## src/rtl/sysctr_cmp.sv

```systemverilog
module sysctr_cmp #(
  parameter int CW = 56,
  parameter int AW = 8
) (
  input  logic          clk,
  input  logic          rst_n,
  input  logic          tick_en,
  input  logic          cnt_rd,
  input  logic [AW-1:0] cnt_addr,
  output logic [31:0]   cnt_rdata,
  input  logic          cmp_rd,
  input  logic          cmp_wr,
  input  logic [AW-1:0] cmp_addr,
  input  logic [31:0]   cmp_wdata,
  output logic [31:0]   cmp_rdata,
  output logic          irq
);
  localparam int HW = CW - 32;
  localparam int PW = 32 - HW;
  localparam logic [AW-1:0] OFS_CNT_LO = AW'(8'h08);
  localparam logic [AW-1:0] OFS_CNT_HI = AW'(8'h0C);
  localparam logic [AW-1:0] OFS_CMP_LO = AW'(8'h20);
  localparam logic [AW-1:0] OFS_CMP_HI = AW'(8'h24);
  localparam logic [AW-1:0] OFS_CTRL   = AW'(8'h2C);

  logic [CW-1:0] count_q;
  logic [CW-1:0] match_q;
  logic          arm_q, mask_q, stat_q;

  wire ctrl_wr   = cmp_wr && cmp_addr == OFS_CTRL;
  wire disarm_wr = ctrl_wr && !cmp_wdata[0];
  wire reached   = count_q >= match_q;

  always_ff @(posedge clk or negedge rst_n)
    if (!rst_n)       count_q <= '0;
    else if (tick_en) count_q <= count_q + 1'b1;

  always_ff @(posedge clk or negedge rst_n)
    if (!rst_n) begin
      match_q <= '0;
    end else if (cmp_wr) begin
      if (cmp_addr == OFS_CMP_LO) match_q[31:0]    <= cmp_wdata;
      if (cmp_addr == OFS_CMP_HI) match_q[CW-1:32] <= cmp_wdata[HW-1:0];
    end

  always_ff @(posedge clk or negedge rst_n)
    if (!rst_n) begin
      arm_q  <= 1'b0;
      mask_q <= 1'b0;
    end else if (ctrl_wr) begin
      arm_q  <= cmp_wdata[0];
      mask_q <= cmp_wdata[1];
    end

  always_ff @(posedge clk or negedge rst_n)
    if (!rst_n)                stat_q <= 1'b0;
    else if (disarm_wr)        stat_q <= 1'b0;
    else if (arm_q && reached) stat_q <= 1'b1;
    else if (!arm_q)           stat_q <= 1'b0;

  assign irq = stat_q & ~mask_q;

  always_comb begin
    cnt_rdata = '0;
    if (cnt_rd) begin
      if (cnt_addr == OFS_CNT_LO)      cnt_rdata = count_q[31:0];
      else if (cnt_addr == OFS_CNT_HI) cnt_rdata = {{PW{1'b0}}, count_q[CW-1:32]};
    end
  end

  always_comb begin
    cmp_rdata = '0;
    if (cmp_rd) begin
      if (cmp_addr == OFS_CMP_LO)      cmp_rdata = match_q[31:0];
      else if (cmp_addr == OFS_CMP_HI) cmp_rdata = {{PW{1'b0}}, match_q[CW-1:32]};
      else if (cmp_addr == OFS_CTRL)   cmp_rdata = {29'd0, stat_q, mask_q, arm_q};
    end
  end

  assert_hold_R1: assert property (@(posedge clk) disable iff (!rst_n)
    !tick_en |=> $stable(count_q));
  assert_wrap_R1: assert property (@(posedge clk) disable iff (!rst_n)
    (tick_en && &count_q) |=> count_q == '0);
  assert_cmp_hi_zero_R3: assert property (@(posedge clk) disable iff (!rst_n)
    (cmp_rd && cmp_addr == OFS_CMP_HI) |-> cmp_rdata[31:HW] == '0);
  assert_set_needs_arm_R5: assert property (@(posedge clk) disable iff (!rst_n)
    $rose(stat_q) |-> $past(arm_q));
  assert_sticky_R5: assert property (@(posedge clk) disable iff (!rst_n)
    (stat_q && !disarm_wr) |=> stat_q);
  assert_clear_R6: assert property (@(posedge clk) disable iff (!rst_n)
    disarm_wr |=> !stat_q);
  assert_masked_R7: assert property (@(posedge clk) disable iff (!rst_n)
    mask_q |-> !irq);
endmodule

```

## config.mk

```make
export PLATFORM = sky130hd
export DESIGN_NAME = sysctr_cmp
export DESIGN_NICKNAME = d
export VERILOG_FILES = /design/src/rtl/sysctr_cmp.sv
export SDC_FILE = /design/constraint.sdc
export NUM_CORES = 1
export LEC_CHECK = 0
export BUFFER_PORTS_ARGS = -buffer_cell sky130_fd_sc_hd__buf_4
export CORE_ASPECT_RATIO = 1.25
export CORE_UTILIZATION = 36
export CTS_BUF_LIST = sky130_fd_sc_hd__clkbuf_4
export CTS_CLUSTER_DIAMETER = 50
export CTS_CLUSTER_SIZE = 40
export DETAILED_ROUTE_END_ITERATION = 8
export SKIP_CTS_REPAIR_TIMING = 1
export SKIP_LAST_GASP = 1
export SLEW_MARGIN = 20
export SYNTH_ARGS = -nofsm -noshare
export SYNTH_HDL_FRONTEND = slang
export SYNTH_SLANG_ARGS = --single-unit
```

## constraint.sdc

```tcl
create_clock -name clk -period 6.1 [get_ports clk]
set_input_delay 0.61 -clock clk [delete_from_list [all_inputs] [get_ports clk]]
set_output_delay 0.61 -clock clk [all_outputs]
set_load 0.02 [all_outputs]
```

== Word level (Yosys, flattened, before mapping) ==
Cells that the tools add are included.
W data, S select, Z words.

* Add/subtract/negate cells: 1
* $lt $le $gt $ge: 1
* Equal/unequal tests: 6
* Multiplexer cells: 10
* Bitwise logic cells: 2
* Reduce and logical (&&, ||, !) cells: 6

{| class="wikitable"
|+ Operators by type and width
! operator !! number
|-
| $mux W32 || 4
|-
| $add A56 B1 Y56 const B || 1
|-
| $ge A56 B56 Y1 || 1
|-
| $mux W24 || 2
|-
| $eq A8 B6 Y1 const B || 3
|-
| $eq A8 B4 Y1 const B || 2
|-
| $reduce_and A2 Y1 || 2
|-
| $logic_and A1 B1 Y1 || 3
|-
| $mux W1 || 3
|-
| $mux W3 || 1
|-
| $ne A3 B1 Y1 const B || 1
|-
| $and A1 B1 Y1 || 1
|-
| $logic_not A1 Y1 || 1
|-
| $not A1 Y1 || 1
|}

* Register bits: 115
* Output and inout port bits: 65
* Word-level logic and storage cells: 32

== Longest topological paths before layout ==
Gate-level depths: netlist of the first run.

* Depth in word-level cells: 5
* Mapped depth: 8
* Gate-level depth less buffers: 8

== Least setup slack after synthesis of the first run ==
Ideal clock, no wire load.

* Kind: input -> output
* From: input port cmp_addr[1]
* To: output port cmp_rdata[25]
* Arrival time: 1.977 ns
* Data required time: 5.490 ns
* Path slack: 3.513 ns
* Cell stages on the path: 4
* Path buffers: 1
* Cell sequence: nor4b_1 -> nand3_1 -> clkbuf_1 -> nor4_1

* Cells in the longest elaborated chain, start to end: 3

{| class="wikitable"
|+ RTL lines
! item !! line !! RTL
|-
| start, declared || 13 || <nowiki>input logic [AW-1:0] cmp_addr,</nowiki>
|-
| $eq A8 B6 Y1 || 74 || <nowiki>if (cmp_addr == OFS_CMP_LO) cmp_rdata = match_q[31:0];</nowiki>
|-
| $mux W32 || 74 ||
|-
| $mux W32 || 73 || <nowiki>if (cmp_rd) begin</nowiki>
|-
| end, declared || 15 || <nowiki>output logic [31:0] cmp_rdata,</nowiki>
|}

No other way between the ends.

== Final worst setup path of the first run ==
* From: input port cmp_addr[1]
* To: output port cmp_rdata[5]

* Cells in the longest elaborated chain, start to end: 4

{| class="wikitable"
|+ RTL lines
! item !! line !! RTL
|-
| $eq A8 B6 Y1 || 75 || <nowiki>else if (cmp_addr == OFS_CMP_HI) cmp_rdata = {{PW{1'b0}}, match_q[CW-1:32]};</nowiki>
|-
| $mux W24 || 75 ||
|-
| $mux W32 * || 74 ||
|-
| $mux W32 * || 73 ||
|}

Every way passes the cells marked *; elsewhere a longest branch is shown, timed or not.

==> run_results.csv, run 1 <==
group,metric,value,unit
run_status,status,"finished, final reports clean",
clock_tree,clock-sinks,115,
place,dp_hpwl,14270,um
layout,fin_nets,914,
synthesis,syn_area_per_cell,10.16,sq um
pwr,p_comb_share,16.2,%
timing,maxSlewViolCount,0,
critical_path,crit_chain,"buf_4, nor4b_1, nand3_1, nor3b_2, buf_4, a22o_1, buf_4",
clock_tree,clock_path_buffers,2,
synthesis,synthArstFlopShare,100.0,%
timing,worstMarginPinSlew,0.9541,ns
layout,layout_common_cells,"buf_4 (124), dfrtp_1 (115), inv_1 (66), mux2_2 (59)",
layout,seq_area,0.002878,sq mm
timing,slew_headroom,35.80,%
routing,vias,5439,
place,gp_congestion,0.8275,
place,io_buffers,118,
floorplan,initial_core_util,36.80,%
synthesis,yosysUniqueCellTypes,45,
pwr,power.internal,1.077,mW
routing,ant_nets,0,
timing,hold_ws,0.07385,ns
critical_path,path_delay_family,"simple AND/OR/NAND/NOR gates",
synthesis,yosys.area.top_type,"dfrtp_1",
critical_path,worst-setup-path-type,"input port to output port",
synthesis,syn_inst,680,
routing,routed.top_layer,"met4",
place,dp.cells,1016,
clock_tree,path_clk_slew,0.10,ns
layout,final_common_cell,"buf_4",
clock_tree,cts-root-buf,"clkbuf_4",
layout,stdcell_count,1049,
timing,finClkSkew,0.02097,ns
critical_path,slowest_stage,"nand3_1",
synthesis,synth_edf_count,0,
clock_tree,clkLatencyLatePin,0.54,ns
critical_path,end_kind,"output port",
synthesis,synth_top_cell_area_share,41.64,%
clock_tree,numCtsBuffers,17,
critical_path,crit_arrival,2.58,ns
timing,hold_viol,0,
timing,finalSetupViolations,0,
synthesis,syn-num-nets,791,
pwr,pwr-share-clk,28.6,%
critical_path,slowest_delay,0.51,ns
floorplan,dieHeight,156.9,um
timing,min_period_over_period,52.35,%
layout,area_delta_synth_final,19.72,%
routing,drt_wl_total,18730,um
synthesis,yosys_warnings,0,
grt,grt_util_all_layers,19.89,%
routing,route.met3.wl,566,um
grt,overflow,0,
routing,routedLengthMet1,7845,um
timing,rsz0062_at_grt,"false",
synthesis,ys_top_cells_by_area,"dfrtp_1 (42%), ha_1 (10%), mux2_2 (9.6%), xnor2_1 (3.7%), mux2i_1 (3.6%)",
grt,grt_pass1_vias,5457,
pwr,pwr-share-seq,55.2,%
timing,min_period,3.193,ns
floorplan,ioPinCount,119,
floorplan,rows,56,
pwr,p_switching,461.7,uW
critical_path,ff2ff_setup_slack,3.17,ns
critical_path,cp_common_cell,"buf_4",
pwr,leakagePower,4.054,nW
layout,fillers,1897,
synthesis,seq_area_frac_synth,41.64,%
timing,fin_tns_setup,0,ns
routing,first_pass_iters,5,
critical_path,cp_num_buf_inv,3,
grt,grt_max_degree,70,
floorplan,die_w,125.9,um
grt,grt_pass1_wl,29550,um
grt,antenna_found_initial,1,
layout,multi_input_area,0.003726,sq mm
routing,drt_iter0_drc,246,
min_path,hold_path.class,"input port to async pin",
synthesis,synth_flop_cell,"dfrtp_1",
floorplan,dieArea,0.01976,sq mm
synthesis,ys_ff_latch,115,
routing,wl_per_cell,17.85,um
pwr,max-vdd-ir-drop,0.07846,mV
critical_path,worst_ep_required_time,5.49,ns
synthesis,synth_area,0.006910,sq mm
clock_tree,cts-htree-levels,4,
routing,vias_per_cell,5.185,
pwr,fin_total_pwr,1.539,mW
pwr,p_per_area,186.1,mW/mm^2
critical_path,critPathMaxFanout,20,
routing,drc,0,
flow_run,drv_cap,0,
layout,drive_gt1_share,27.34,%
clock_tree,cts_tree,"built",
routing,wl_met2,9966,um
pwr,switching_share,30.00,%
critical_path,start_kind,"input port",
floorplan,core_area,0.01878,sq mm
timing,max_freq,313.2,MHz
[worst reg2reg max path, delay by kind of cell, from the launching register on]
kind | cells | cell delay (ns)
xor gates and xnor gates | 1 | 0.16
and+or+nand+nor | 5 | 2.23
DFF | 1 | 0.48
[cell usage after synthesis (all sizes together) (2+ instances only)]
cell and n:
a21o 3, o21a 2, and4 6, nand2b 2
nor4b 3, a22oi 3, xnor2 29, nor2 57
dfrtp 115, or4 5, a21oi 18, mux2i 25
ha 57, nand4 20, o21ai 11, nor4 15
nand3 27, a211oi 4, and2 11, a22o 20
or3 2, xor2 26, inv 66, nand2 42
mux2 59, a221oi 2, o211ai 2, buf 4
clkbuf 16, nor3 11, and3 8
[cell type report]
cell class / instances / share of cell area [%]
Clock inverter: 9 / 0.5445
Tap cell: 232 / 3.509
Multi-Input combinational cell: 479 / 45.04
Timing Repair Buffer: 124 / 11.25
Inverter: 66 / 2.995
Sequential cell: 115 / 34.79
Clock buffer: 19 / 1.724
Antenna cell: 5 / 0.1512
[metal layers]
metal  GRT usage (%)  vias to the layer above
met5               0                        -
met4           6.426                        0
met3           4.113                       23
met2           36.39                      103
met1           23.12                     2664
li1                -                     2649
[metrics by stage]
| step | utilization [%] | setup slack [ns] | area [sq um] |
|---|---|---|---|
| 2_1_floorplan | - | 3.513 | 6910 |
| 3_3_place_gp | 42.96 | 2.953 | 8066 |
| 3_5_place_dp | 42.99 | 2.907 | 8073 |
| 4_1_cts | 43.99 | 2.901 | 8260 |
| 5_1_grt | 44.06 | 2.624 | 8273 |
| 6_report | 44.06 | 2.907 | 8273 |
[registers in the layout, summed over array words and instances (netlist names)]
register and flops:
match_q 56, stat_q 1, mask_q 1, count_q 56
arm_q 1
[worst paths after layout]
| kind | from | end | cells past startpoint |
|---|---|---|---|
| worst min register to register | match_q[27] | match_q[27] | 1 |
| worst max-delay path | cmp_addr[1] | cmp_rdata[5] | 7 |
| worst max register to register | count_q[9] | count_q[38] | 6 |
| max in group asynchronous | rst_n | match_q[44] | 2 |
| min in group clk | tick_en | count_q[0] | 2 |
| worst min-delay path | rst_n | match_q[40] | 1 |
[power groups by stage]
stage               logic (mW)  clock network, mW  registers (mW)
floorplan                0.158                  0           0.850
global placement         0.247                  0           0.864
detailed placement       0.251                  0           0.864
CTS                      0.254              0.455           0.849
global route             0.285              0.490           0.857
finish                   0.250              0.440           0.849
[cells by family after synthesis]
logic type | Yosys count | synth area share, %
simple gates | 213 | 16.13
flops | 115 | 41.64
buf+inv | 86 | 4.671
mux | 84 | 13.24
compound gates | 70 | 7.025
fa+ha+maj | 57 | 10.32
xor+xnor | 55 | 6.971
Note: power is estimated with default switching activity, not from simulation.
==> run 2, diff against run 1 <==
- clock period: 6.1 -> 3.1 ns (I/O delays scaled with it)
==> run 2 against run 1 <==
Worst setup slack got worse by 2.4 ns. Die area unchanged. First-iteration DRC count fell by 6.5%. Sequential power is 98% higher. Critical path type is now register to register. Critical endpoint is now count_q[45]. Largest power group unchanged.
==> run_results.csv, run 2 (synthesis gave the netlist of run 1 again) <==
group,metric,value,unit
clock_tree,numCtsBuffers,17,
clock_tree,clock-sinks,115,
timing,slew_headroom,47.23,%
critical_path,cp_num_buf_inv,0,
timing,fin_tns_setup,0,ns
clock_tree,cts-htree-levels,4,
routing,drt_iter0_drc,230,
min_path,hold_path.class,"input port to register",
grt,grt_pass1_wl,29930,um
timing,finalSetupViolations,0,
layout,layout_common_cells,"buf_4 (134), dfrtp_1 (115), inv_1 (66), mux2_2 (59)",
critical_path,rr_worst_depth,6,
pwr,leakagePower,4.269,nW
place,dp.cells,1026,
clock_tree,cts-root-buf,"clkbuf_4",
min_path,whs_endpoint,"match_q[0]",
grt,antenna_found_initial,1,
critical_path,path_delay_family,"simple AND/OR/NAND/NOR gates",
min_path,hp-start,"cmp_wdata[0]",
critical_path,end_kind,"register",
layout,stdcell_count,1091,
pwr,p_per_area,384.9,mW/mm^2
clock_tree,clkLatencyLatePin,0.54,ns
place,gp_congestion,0.8625,
floorplan,die_w,125.9,um
clock_tree,cts_tree,"built",
floorplan,ioPinCount,119,
critical_path,crit_arrival,3.04,ns
layout,fin_nets,956,
routing,vias_per_cell,5.102,
timing,maxSlewViolCount,0,
routing,vias,5566,
routing,wl_per_cell,17.72,um
grt,overflow,0,
floorplan,rows,56,
routing,first_pass_iters,5,
flow_run,drv_cap,0,
critical_path,worst-setup-path-type,"register to register",
routing,ant_nets,0,
place,dp_hpwl,14950,um
timing,worstMarginPinSlew,0.7915,ns
floorplan,core_area,0.01878,sq mm
layout,area_delta_synth_final,26.80,%
grt,use_met3,4.589,%
critical_path,critPathMaxFanout,7,
critical_path,slowest_delay,0.54,ns
layout,largestRegisters,"count_q (56), match_q (56)",
grt,grt_max_degree,59,
routing,drt_wl_total,19330,um
grt,grt_use_met1,23.66,%
critical_path,start_kind,"register",
timing,min_period,2.579,ns
timing,min_period_over_period,83.18,%
clock_tree,path_clk_slew,0.11,ns
critical_path,slowest_stage,"or4_4",
run_status,status,"finished, final reports clean",
grt,grt_pass1_vias,5497,
pwr,max-vdd-ir-drop,0.2268,mV
timing,rsz0062_at_grt,"false",
grt,grt.busiest_layer,"met2",
floorplan,dieHeight,156.9,um
clock_tree,clock_path_buffers,2,
place,io_buffers,118,
timing,hold_viol,0,
grt,grt_util_all_layers,20.21,%
critical_path,rr_endpoint,"count_q[45]",
layout,final_common_cell,"buf_4",
critical_path,cp_common_cell,"or4_4",
critical_path,worst_ep_required_time,3.56,ns
floorplan,dieArea,0.01976,sq mm
critical_path,crit_chain,"nand4_2, or4_4, or4_4, or4_4, nor3_2, xor2_1",
routing,drc,0,
grt,use_met2,35.89,%
floorplan,initial_core_util,36.80,%
min_path,min_path_cells,2,
critical_path,r2r_start,"count_q[12]",
critical_path,ff2ff_setup_slack,0.52,ns
timing,max_freq,387.8,MHz
layout,drive_gt1_share,27.39,%
timing,finClkSkew,0.02124,ns
run 2: changes by cell type in the layout (fill, tap and decap cells not counted), moves of 3 or more:
cell and change:
diode_2 -4, bufinv_16 +3, dlygate4sd3_1 +32, clkinv_2 -4, clkinvlp_4 +4, buf_4 +10
run 2: where the power goes:
| part | internal, mW | switching, mW |
|---|---|---|
| Sequential | 1.58 | 0.103 |
| Clock | 0.561 | 0.608 |
| Combinational | 0.267 | 0.255 |
run 2: how the worst max path moves through the flow:
stage,startpoint,endpoint,slack (ns),cells past startpoint
floorplan,count_q[12],count_q[45],0.71,6
global placement,count_q[12],count_q[49],0.60,6
detailed placement,count_q[12],count_q[45],0.53,6
CTS,count_q[12],count_q[45],0.51,6
global route,count_q[8],count_q[38],0.26,6
finish,count_q[12],count_q[45],0.52,6
run 2: cell type report:
| class | instances | area [sq um] |
|---|---|---|
| Inverter | 66 | 247.7 |
| Clock buffer | 18 | 135.1 |
| Antenna cell | 1 | 2.502 |
| Clock inverter | 14 | 162.7 |
| Tap cell | 232 | 290.3 |
| Multi-Input combinational cell | 479 | 3720 |
| Fill cell | 1831 | 10020 |
| Sequential cell | 115 | 2878 |
| Timing Repair Buffer | 166 | 1326 |
run 2: metrics by stage:
stage	instance area, sq um	hold WS [ns]	power, mW	utilization (%)	setup slack [ns]
floorplan	6910	0.01441	1.985	-	0.7133
global placement	8142	0.4341	2.194	43.36	0.5952
detailed placement	8142	0.4292	2.205	43.36	0.5301
CTS	8439	-0.1877	3.384	44.94	0.5067
global route	8762	0.003821	3.567	46.66	0.2563
finish	8762	0.03909	3.372	46.66	0.5213
run 2: metal layers:
metal,vias up,wire length [um]
met5,-,0
met4,0,393
li1,2737,-
met2,137,9998
met3,24,766
met1,2668,8174
==> run 3, diff against run 2 <==
- clock period: 3.1 -> 2.7 ns (I/O delays scaled with it)
==> run 3 against run 2 <==
Maximum frequency rose by 1.3%. Utilization rose by 0.67 points. Combinational power rose by 14%. Cell area rose by 1.4%. Cell count rose by 0.92%. Critical path depth rose by 1. Clock skew fell by 0.0028 ns.
==> run_results.csv, run 3 (synthesis gave the netlist of run 1 again) <==
group,metric,value,unit
run_status,status,"finished, final reports clean",
place,io_buffers,118,
min_path,hold_path.class,"input port to register",
grt,grt_pass1_vias,5532,
routing,vias_per_cell,5.118,
timing,maxSlewViolCount,0,
grt,antenna_found_initial,1,
clock_tree,clock_path_buffers,2,
clock_tree,cts-htree-levels,4,
critical_path,start_kind,"register",
layout,fin_util,47.33,%
timing,rsz0062_at_grt,"false",
pwr,leakagePower,4.352,nW
clock_tree,cts_tree,"built",
critical_path,critPathMaxFanout,5,
min_path,min_path_cells,3,
layout,area_delta_synth_final,28.63,%
routing,drt_iter0_drc,256,
timing,finalSetupViolations,0,
clock_tree,clkLatencyLatePin,0.55,ns
place,gp_congestion,0.8457,
grt,grt_max_degree,53,
timing,min_period,2.545,ns
clock_tree,path_clk_slew,0.11,ns
floorplan,initial_core_util,36.80,%
floorplan,dieHeight,156.9,um
timing,fin_tns_setup,0,ns
clock_tree,cts-root-buf,"clkbuf_4",
timing,slew_headroom,61.11,%
pwr,fin_total_pwr,4.043,mW
timing,worstMarginPinSlew,0.5780,ns
floorplan,core_area,0.01878,sq mm
timing,finClkSkew,0.01843,ns
layout,final_common_cell,"buf_4",
floorplan,die_w,125.9,um
critical_path,worst-setup-path-type,"register to register",
layout,layout_common_cells,"buf_4 (140), dfrtp_1 (115), inv_1 (66), mux2_2 (59)",
layout,drive_gt1_share,27.68,%
floorplan,dieArea,0.01976,sq mm
routing,vias,5635,
flow_run,drv_cap,0,
routing,drt_wl_total,19360,um
critical_path,end_kind,"register",
timing,hold_viol,0,
pwr,max-vdd-ir-drop,0.2451,mV
timing,max_freq,392.9,MHz
floorplan,rows,56,
critical_path,worst_ep_required_time,3.19,ns
pwr,p_per_area,454.8,mW/mm^2
floorplan,ioPinCount,119,
routing,drc,0,
layout,largestRegisters,"count_q (56), match_q (56)",
routing,first_pass_iters,4,
grt,grt_util_all_layers,20.21,%
critical_path,crit_arrival,3.03,ns
layout,fin_nets,965,
routing,wl_per_cell,17.59,um
grt,overflow,0,
clock_tree,numCtsBuffers,17,
place,dp_hpwl,14770,um
critical_path,rr_worst_depth,7,
timing,min_period_over_period,94.25,%
grt,grt_pass1_wl,29970,um
routing,ant_nets,0,
clock_tree,clock-sinks,115,
[run 3: area by class of cell]
cell class / count / area, sq um
multi-input cells: 479 / 3720
clock buffers: 20 / 150.1
fillers: 1796 / 9889
diodes: 2 / 5.005
flip-flops and latches: 115 / 2878
well taps: 232 / 290.3
repair buffers: 175 / 1411
inverters: 66 / 247.7
clock inverters: 12 / 186.4
[run 3: stage by stage]
stage                     area [sq um]  std cells  hold WS [ns]  setup WS (ns)
after floorplan                   6910        680      -0.02559         0.3133
after global placement            8207       1033        0.2999         0.2395
after detailed placement          8207       1033        0.2985         0.1808
after CTS                         8543       1065       -0.3156         0.1576
after global routing              8889       1101        0.1924        0.03911
final                             8889       1101        0.2005         0.1551
[run 3: worst paths after layout]
| check | startpoint | slack [ns] | to |
|---|---|---|---|
| min reg2reg | match_q[26] | 0.51 | match_q[26] |
| min | cmp_addr[2] | 0.20 | arm_q |
| max in group asynchronous | rst_n | 1.68 | match_q[32] |
| max | count_q[10] | 0.16 | count_q[38] |
| max reg2reg | count_q[10] | 0.16 | count_q[38] |
| min in group asynchronous | rst_n | 0.25 | count_q[34] |
[run 3: metal layers]
metal  vias to the layer above  track usage [%]  part of all wire (%)
met1                      2734            23.29                    42
met4                         0            8.032                   2.3
li1                       2754                -                     -
met5                         -                0                     0
met2                       117            36.46                    52
met3                        30            4.249                   3.7
[run 3: critical path: stages, from the launching register on]
cell and delay (ns):
dfrtp_1 0.45, nand3_2 0.14, or4_1 0.58, nor4_1 0.45, buf_4 0.23, nand4_1 0.20
nor3_1 0.28, xor2_1 0.16
[run 3: where the power goes]
| group | switching [mW] | internal [mW] | leakage, nW |
|---|---|---|---|
| sequential | 0.115 | 1.81 | 1.56 |
| clock | 0.675 | 0.846 | 0.177 |
| combinational | 0.287 | 0.308 | 2.61 |
